File: config.mk
export PLATFORM = sky130hd
export DESIGN_NAME = fmi_init
export DESIGN_NICKNAME = d
export VERILOG_FILES = /design/src/rtl/fmi_pkg.sv /design/src/rtl/fmi_stab_timer.sv /design/src/rtl/fmi_port_seq.sv /design/src/rtl/fmi_port_mux.sv /design/src/rtl/fmi_init.sv
export SDC_FILE = /design/constraint.sdc
export NUM_CORES = 1
export LEC_CHECK = 0
export BUFFER_PORTS_ARGS = -buffer_cell sky130_fd_sc_hd__buf_2
export CAP_MARGIN = 30
export CORE_ASPECT_RATIO = 0.7
export CORE_UTILIZATION = 50
export DETAILED_ROUTE_END_ITERATION = 10
export PLACE_DENSITY = 0.66
export SLEW_MARGIN = 20
export SYNTH_ARGS = -nofsm -noshare
export SYNTH_HDL_FRONTEND = slang
export SYNTH_SLANG_ARGS = --single-unit
File: constraint.sdc
create_clock -name clk -period 3.8 [get_ports clk]
set_input_delay 0.19 -clock clk [delete_from_list [all_inputs] [get_ports clk]]
set_output_delay 0.19 -clock clk [all_outputs]
set_load 0.1 [all_outputs]
File: src/rtl/fmi_pkg.sv
`timescale 1ns/1ps
package fmi_pkg;

   localparam int FMI_MIN_BURST = 130;
   localparam int FMI_MIN_STAB  = 2;
   localparam int FMI_PORTS     = 2;

   typedef enum logic [2:0] {
      PH_IDLE,
      PH_LEAD_RST,
      PH_BURST,
      PH_TAIL_RST,
      PH_DONE
   } fmi_phase_e;

   typedef struct packed {
      logic clk_en;
      logic en;
      logic rst;
   } fmi_ctl_t;

endpackage

File: src/rtl/fmi_stab_timer.sv
`timescale 1ns/1ps
module fmi_stab_timer #(
   parameter int STAB_CYCLES = 10_000_000
) (
   input  logic clk,
   input  logic rst_n,
   input  logic restart,
   output logic start
);
   localparam int CW = $clog2(STAB_CYCLES);
   localparam logic [CW-1:0] LAST = CW'(STAB_CYCLES - 1);

   logic [CW-1:0] cnt_q;
   logic          fired_q;

   assign start = !fired_q && (cnt_q == LAST);

   always_ff @(posedge clk or negedge rst_n) begin
      if (!rst_n) begin
         cnt_q   <= '0;
         fired_q <= 1'b0;
      end else if (restart) begin
         cnt_q   <= '0;
         fired_q <= 1'b0;
      end else if (start) begin
         fired_q <= 1'b1;
      end else if (!fired_q) begin
         cnt_q <= cnt_q + 1'b1;
      end
   end
endmodule

File: src/rtl/fmi_port_seq.sv
`timescale 1ns/1ps
module fmi_port_seq
   import fmi_pkg::*;
#(
   parameter int BURST_LEN = 130
) (
   input  logic     clk,
   input  logic     rst_n,
   input  logic     restart,
   input  logic     start,
   input  logic     recovery,
   output fmi_ctl_t ctl,
   output logic     done
);
   localparam int BW = $clog2(BURST_LEN);
   localparam logic [BW-1:0] BLAST = BW'(BURST_LEN - 1);

   fmi_phase_e    ph_q, ph_d;
   logic [BW-1:0] bcnt_q;
   logic          burst_last;

   assign burst_last = (bcnt_q == BLAST);

   always_comb begin
      ph_d = ph_q;
      unique case (ph_q)
         PH_IDLE:     if (start) ph_d = recovery ? PH_LEAD_RST : PH_BURST;
         PH_LEAD_RST: ph_d = PH_BURST;
         PH_BURST:    if (burst_last) ph_d = PH_TAIL_RST;
         PH_TAIL_RST: ph_d = PH_DONE;
         default:     ph_d = ph_q;
      endcase
   end

   always_ff @(posedge clk or negedge rst_n) begin
      if (!rst_n) begin
         ph_q   <= PH_IDLE;
         bcnt_q <= '0;
      end else if (restart) begin
         ph_q   <= PH_IDLE;
         bcnt_q <= '0;
      end else begin
         ph_q   <= ph_d;
         bcnt_q <= (ph_q == PH_BURST) ? bcnt_q + 1'b1 : '0;
      end
   end

   always_comb begin
      ctl.clk_en = (ph_q == PH_LEAD_RST) || (ph_q == PH_BURST) || (ph_q == PH_TAIL_RST);
      ctl.en     = (ph_q == PH_BURST);
      ctl.rst    = (ph_q == PH_LEAD_RST) || (ph_q == PH_TAIL_RST);
   end

   assign done = (ph_q == PH_DONE);
endmodule

File: src/rtl/fmi_port_mux.sv
`timescale 1ns/1ps
module fmi_port_mux
   import fmi_pkg::*;
(
   input  logic     sel_dp,
   input  fmi_ctl_t seq_ctl,
   input  fmi_ctl_t dp_ctl,
   output fmi_ctl_t mem_ctl
);
   assign mem_ctl = sel_dp ? dp_ctl : seq_ctl;
endmodule

File: src/rtl/fmi_init.sv
`timescale 1ns/1ps
module fmi_init
   import fmi_pkg::*;
#(
   parameter int STAB_CYCLES = 10_000_000,
   parameter int BURST_LEN   = 130
) (
   input  logic clk,
   input  logic rst_n,
   input  logic restart,
   input  logic recovery_mode,
   input  logic dp_wck_en,
   input  logic dp_we,
   input  logic dp_wrst,
   input  logic dp_rck_en,
   input  logic dp_re,
   input  logic dp_rrst,
   output logic mem_wck_en,
   output logic mem_we,
   output logic mem_wrst,
   output logic mem_rck_en,
   output logic mem_re,
   output logic mem_rrst,
   output logic ready
);
   // parameter limits checked at elaboration
   if (BURST_LEN < FMI_MIN_BURST) begin : g_bad_burst
      $error("fmi_init: BURST_LEN %0d below minimum %0d", BURST_LEN, FMI_MIN_BURST);
   end
   if (STAB_CYCLES < FMI_MIN_STAB) begin : g_bad_stab
      $error("fmi_init: STAB_CYCLES %0d below minimum %0d", STAB_CYCLES, FMI_MIN_STAB);
   end

   logic                 start;
   fmi_ctl_t             dp_ctl  [FMI_PORTS];
   fmi_ctl_t             seq_ctl [FMI_PORTS];
   fmi_ctl_t             mem_ctl [FMI_PORTS];
   logic [FMI_PORTS-1:0] done;

   assign dp_ctl[0] = '{clk_en: dp_wck_en, en: dp_we, rst: dp_wrst};
   assign dp_ctl[1] = '{clk_en: dp_rck_en, en: dp_re, rst: dp_rrst};

   fmi_stab_timer #(.STAB_CYCLES(STAB_CYCLES)) u_timer (
      .clk     (clk),
      .rst_n   (rst_n),
      .restart (restart),
      .start   (start)
   );

   for (genvar p = 0; p < FMI_PORTS; p++) begin : g_port
      fmi_port_seq #(.BURST_LEN(BURST_LEN)) u_seq (
         .clk      (clk),
         .rst_n    (rst_n),
         .restart  (restart),
         .start    (start),
         .recovery (recovery_mode),
         .ctl      (seq_ctl[p]),
         .done     (done[p])
      );
      fmi_port_mux u_mux (
         .sel_dp  (ready),
         .seq_ctl (seq_ctl[p]),
         .dp_ctl  (dp_ctl[p]),
         .mem_ctl (mem_ctl[p])
      );
   end

   assign ready = &done;

   assign mem_wck_en = mem_ctl[0].clk_en;
   assign mem_we     = mem_ctl[0].en;
   assign mem_wrst   = mem_ctl[0].rst;
   assign mem_rck_en = mem_ctl[1].clk_en;
   assign mem_re     = mem_ctl[1].en;
   assign mem_rrst   = mem_ctl[1].rst;
endmodule

==> results.cfg, run 1 <==
[layout]
diodes = 0
syn_to_final_growth_pct = 10.73
drive_gt1_share_pct = 9.890
multi_input_area_mm2 = 0.001189
finalNetCount = 287
final_cell_mix = nor2_1 (47), dfrtp_1 (47), xor2_1 (26)
ff_latch_area_mm2 = 0.001176
n_fill_cell = 387

[routing]
wl_met3_um = 99
topRoutingLayerUsed = met4
avgRoutedWirePerCell_um = 14.06
routed_wl_mm = 4.612
vias = 1805
dr_wl_met2_mm = 2.025
first_pass_iters = 4
viasPerCell = 5.503
ant_nets = 0
drtIter0Drc = 91
route.detailed.drc = 0
wl_met1_mm = 2.432

[outcome]
status = finished clean

[cts]
cts_root_buf = clkbuf_8
cts_hold_buffers = 1
clk_latency_ps = 310
tritoncts = yes
cts.clk_slew.worst_paths_ps = 90
cts.path.max_buffers = 2
cts-htree-levels = 2
clock_sinks = 47
cts_buffers = 5
cts_resized = 0
cts_setup_buffers = 0

[synthesis]
syn-cell-area_mm2 = 0.002415
netlist_instances = 256
synthesis.nets = 271
synth_top_cell_by_area = dfrtp_1
synth_warnings = 0
ys_types = 41
yosys.area.top_type_share_pct = 48.70
synth_area_per_cell_um2 = 9.433
synth-seq-area-share_pct = 48.70
synth_area_leaders = dfrtp_1 (49%), xor2_1 (9.4%), nor2_1 (7.3%)
ys_seq_elements = 47

[timing]
hold-worst-slack_ps = 192.8
post-route-min-period_ps = 2266
finalSetupTns_ps = 0
final.setup.worst_slack_ps = 1534
clock_skew_ps = 8.829
fin_crit_sh_pct = 59.62
achievable-frequency_mhz = 441.4
final-setup-viol-count = 0
rsz0062_at_grt = false
max-slew-margin-rel_pct = 48.37
hold_viol = 0
tightest_slew_ps = 767.4
slew_viol_final = 0

[power]
combPwrFrac_pct = 3.5
p_sw_mw = 0.2042
sw_frac_of_total_pct = 22.31
clock_power_share_pct = 41.3
pwr_density_cell_mw_per_mm2 = 342.3
p_seq_share_pct = 55.2
vdd_drop_max_v = 0.0002938
internal_power_mw = 0.7111
p_leak_nw = 1.177
design_power_total_mw = 0.9153

[place]
port-buffer-count = 16
dp_slack_ps = 1551
dp_hpwl_mm = 3.168
gp_congestion = 0.7739

[floorplan]
initial_utilization_pct = 53.91
die_y_um = 60.15
row_count = 20
dieWidth_um = 85.07
ios = 17
dieArea_mm2 = 0.005116
coreArea_mm2 = 0.004479

[worst_setup_path]
path_class = register to register
endpoint = g_port[0].u_seq.ph_q[1]
timing.rr.start = u_timer.cnt_q[0]
worstReg2RegEnd = g_port[0].u_seq.ph_q[1]
rrSetupSlack_ps = 1530
start_kind = register
cp_max_fo = 7
cp.required_ps = 4010
startpoint = u_timer.cnt_q[0]
cp-end-kind = register
r2r_cells = 6
arrival_ps = 2480

[global_routing]
grt_pass1_vias = 1686
antenna_found_initial = 0
grt_first_pass_wirelength_mm = 7.914
overflow = 0
grtUsageTotal_pct = 20.36
grt_start_max_net_pins = 37

[worst_hold_path]
hp-class = input port to register
hold_start = recovery_mode

[run]
maxCapViolCount = 0
[power groups by stage]
stage	clock (mW)	sequential, mW	combinational [mW]
final	0.378	0.505	0.0320
after global routing	0.412	0.506	0.0369
after global placement	0	0.515	0.0293
after CTS	0.390	0.505	0.0333
after detailed placement	0	0.515	0.0323
after floorplan	0	0.515	0.0125
[critical path, cell delays in order, from the launching register on]
cell       delay, ps
dfrtp_1          420
ha_1             190
nand2_1           70
or4_1            640
or2_1            280
o31a_1           270
a2111oi_4        310
[metal layers]
layer / up-vias / GRT usage (%)
li1: 908 / -
met1: 875 / 27.86
met2: 15 / 32.26
met3: 7 / 4.972
met4: 0 / 6.538
met5: - / 0
[logic make-up after synthesis]
family                   Yosys count  synth area share (%)
AO/OA/AOI/OAI                     29                 7.928
XOR/XNOR                          31                 11.24
adder cells (fa/ha/maj)            5                 2.591
buffers and inverters             13                 2.072
flip-flops                        47                 48.70
multiplexers                       1                0.4145
AND/OR/NAND/NOR                  130                 27.05
[synthesized netlist by cell type]
master     count
and4_1         1
nor4bb_1       1
o211ai_1       1
buf_2          1
a21oi_1        7
nand3_1       18
dfrtp_1       47
inv_1          4
and2_1         2
ha_1           5
nor4_1         5
nand3b_1       2
or3b_1         1
nor2b_1        5
nand4_2        1
o31a_1         1
or2_1          1
buf_1          1
o21ai_0       11
nand4bb_1      1
a22o_1         1
mux2i_1        1
a31oi_1        1
or3_1          6
and3_1         6
xnor2_1        5
a22oi_1        1
o22ai_1        2
nand4_1        7
a21o_1         2
or4_1          1
nand2b_1       1
nand4b_1       1
a2111oi_4      1
clkbuf_1       7
nor3b_1        2
o21bai_1       1
xor2_1        26
nor3_1         3
nand2_1       18
nor2_1        47
[worst min path at each step]
stage	cells past startpoint	end	slack, ps
after global placement	1	g_port[1].u_seq.bcnt_q[7]	430
after CTS	3	g_port[1].u_seq.ph_q[1]	190
after detailed placement	1	g_port[1].u_seq.bcnt_q[5]	180
final	3	g_port[1].u_seq.ph_q[1]	190
after floorplan	0	g_port[0].u_seq.bcnt_q[0]	-110
after global routing	3	g_port[1].u_seq.ph_q[1]	190
[layout make-up]
class                      instances  area share (%)
tap                               55           2.574
inverter                           4          0.5615
clock inverter                     3           1.731
multi-input combinational        196           44.45
sequential                        47           43.99
timing repair buffer              18           4.118
clock buffer                       5           2.574
[flip-flops by register name, indices dropped and copies added, names as in the netlist]
name                 count
u_timer.cnt_q           24
g_port.u_seq.bcnt_q     16
g_port.u_seq.ph_q        6
u_timer.fired_q          1
[through the flow]
stage	cell area [µm²]	util, %	std cells
after floorplan	2415	-	256
after global placement	2529	56.45	318
after detailed placement	2549	56.90	319
after CTS	2674	59.69	328
after global routing	2674	59.69	328
final	2674	59.69	328
(Power assumes the default switching activity.)
==> run 2, diff against run 1 <==
- clock period: 3.8 -> 2.3 ns (I/O delays scaled with it)
==> results.cfg, run 2 (synthesis gave the netlist of run 1 again) <==
[routing]
ant_nets = 0
routed_wl_mm = 4.532
drtIter0Drc = 106
viasPerCell = 5.414
first_pass_iters = 4
avgRoutedWirePerCell_um = 13.61
route.detailed.drc = 0
vias = 1803

[place]
port-buffer-count = 16
dp_hpwl_mm = 3.185
place_inst = 325
gp_congestion = 0.8038

[layout]
multi_input_area_mm2 = 0.001201
top_regs = u_timer.cnt_q (24), g_port.u_seq.bcnt_q (16), g_port.u_seq.ph_q (6)
regMostFlops = u_timer.cnt_q
finalNetCount = 293
drive_gt1_share_pct = 12.95
ff_latch_area_mm2 = 0.001176
largest_reg_flops = 24
n_fill_cell = 409
syn_to_final_growth_pct = 11.45
instances_no_fill = 333
final_cell_mix = nor2_1 (47), dfrtp_1 (47), xor2_1 (26)
diodes = 0

[worst_setup_path]
cp_top_family = simple AND/OR/NAND/NOR gates
cp.required_ps = 2180
critPathSlowestCell = dfrtp_1
cp_max_fo = 8
path_class = register to output port
rrSetupSlack_ps = 200
timing.rr.start = u_timer.cnt_q[0]
arrival_ps = 1990
endpoint = mem_re
crit_cells = 5
worstReg2RegEnd = g_port[0].u_seq.ph_q[1]
path_cells = nor2_1 -> and4_1 -> nand2_1 -> o21ai_2 -> buf_2
start_kind = register
r2r_cells = 6
cp-end-kind = output port
cp_num_buf_inv = 1
startpoint = g_port[1].u_seq.ph_q[0]
cp_slowest_stage_delay_ps = 470

[floorplan]
ios = 17
initial_utilization_pct = 53.91
row_count = 20
dieWidth_um = 85.07
die_y_um = 60.15
coreArea_mm2 = 0.004479
dieArea_mm2 = 0.005116

[global_routing]
antenna_found_initial = 0
grt_start_max_net_pins = 48
grtUsageTotal_pct = 20.39
grt_pass1_vias = 1714
grt_first_pass_wirelength_mm = 7.935
overflow = 0

[timing]
finalSetupTns_ps = 0
fin_crit_sh_pct = 91.67
rsz0062_at_grt = false
slew_viol_final = 0
achievable-frequency_mhz = 474.3
max-slew-margin-rel_pct = 60.59
clock_skew_ps = 5.391
hold_viol = 0
post-route-min-period_ps = 2108
tightest_slew_ps = 588.9
final-setup-viol-count = 0

[cts]
cts_root_buf = clkbuf_8
tritoncts = yes
clk_latency_ps = 300
cts_buffers = 5
clock_sinks = 47
cts-htree-levels = 2
cts_setup_buffers = 0
cts.clk_slew.worst_paths_ps = 80
cts_resized = 0
cts.path.max_buffers = 2
cts_hold_buffers = 1

[run]
maxCapViolCount = 0

[worst_hold_path]
hold_start = recovery_mode
hp-class = input port to register

[power]
pwr_density_cell_mw_per_mm2 = 514.2
p_leak_nw = 1.201
vdd_drop_max_v = 0.0002959

[outcome]
status = finished clean
## run 2: cell type report
type | instances | area share (%)
Clock inverter | 1 | 0.1860
Clock buffer | 6 | 3.068
Tap cell | 55 | 2.557
Inverter | 4 | 0.5579
Timing Repair Buffer | 24 | 5.300
Sequential cell | 47 | 43.70
Multi-Input combinational cell | 196 | 44.63
## run 2: worst min-delay path by stage
stage                                            to  slack (ps)  depth (start not counted)
after floorplan           g_port[0].u_seq.bcnt_q[0]        -180                          0
after global placement    g_port[1].u_seq.bcnt_q[7]         250                          2
after detailed placement  g_port[1].u_seq.bcnt_q[7]         250                          2
after CTS                   g_port[1].u_seq.ph_q[1]         140                          3
after global routing        g_port[1].u_seq.ph_q[1]         150                          3
final                       g_port[1].u_seq.ph_q[1]         130                          3
## run 2: per-stage QoR
| stage | utilization, % | instance area [µm²] | hold slack (ps) | power (mW) | setup slack, ps |
|---|---|---|---|---|---|
| 2_1_floorplan | - | 2429 | -180.6 | 0.8713 | 62.98 |
| 5_1_grt | 60.08 | 2691 | 151.5 | 1.441 | 40.06 |
| 6_report | 60.08 | 2691 | 133.1 | 1.384 | 191.6 |
| 4_1_cts | 60.08 | 2691 | 136.2 | 1.405 | 178.2 |
| 3_5_place_dp | 57.90 | 2594 | 253.8 | 0.9029 | 215.4 |
| 3_3_place_gp | 57.90 | 2594 | 245.7 | 0.9023 | 242.1 |
## run 2: worst reg2reg max path, cell delays in order (launching register included)
cell and delay [ps]:
dfrtp_1 410, ha_1 190, nand2_1 60, or4_1 530, or2_1 240, o31a_1 270, a2111oi_4 300
## run 2: power by group
part / switching (mW) / internal [mW]
Combinational: 0.0348 / 0.0163
Clock: 0.262 / 0.236
Sequential: 0.00476 / 0.830
## run 2: per-layer routing
layer / part of all wire, % / wire length, µm / global-route usage [%] / vias up
met5: 0 / 0 / 0 / -
met4: 1.2 / 53 / 6.538 / 0
met3: 2.9 / 132 / 5.387 / 5
met2: 41 / 1865 / 30.18 / 16
met1: 55 / 2479 / 29.25 / 860
li1: - / - / - / 922
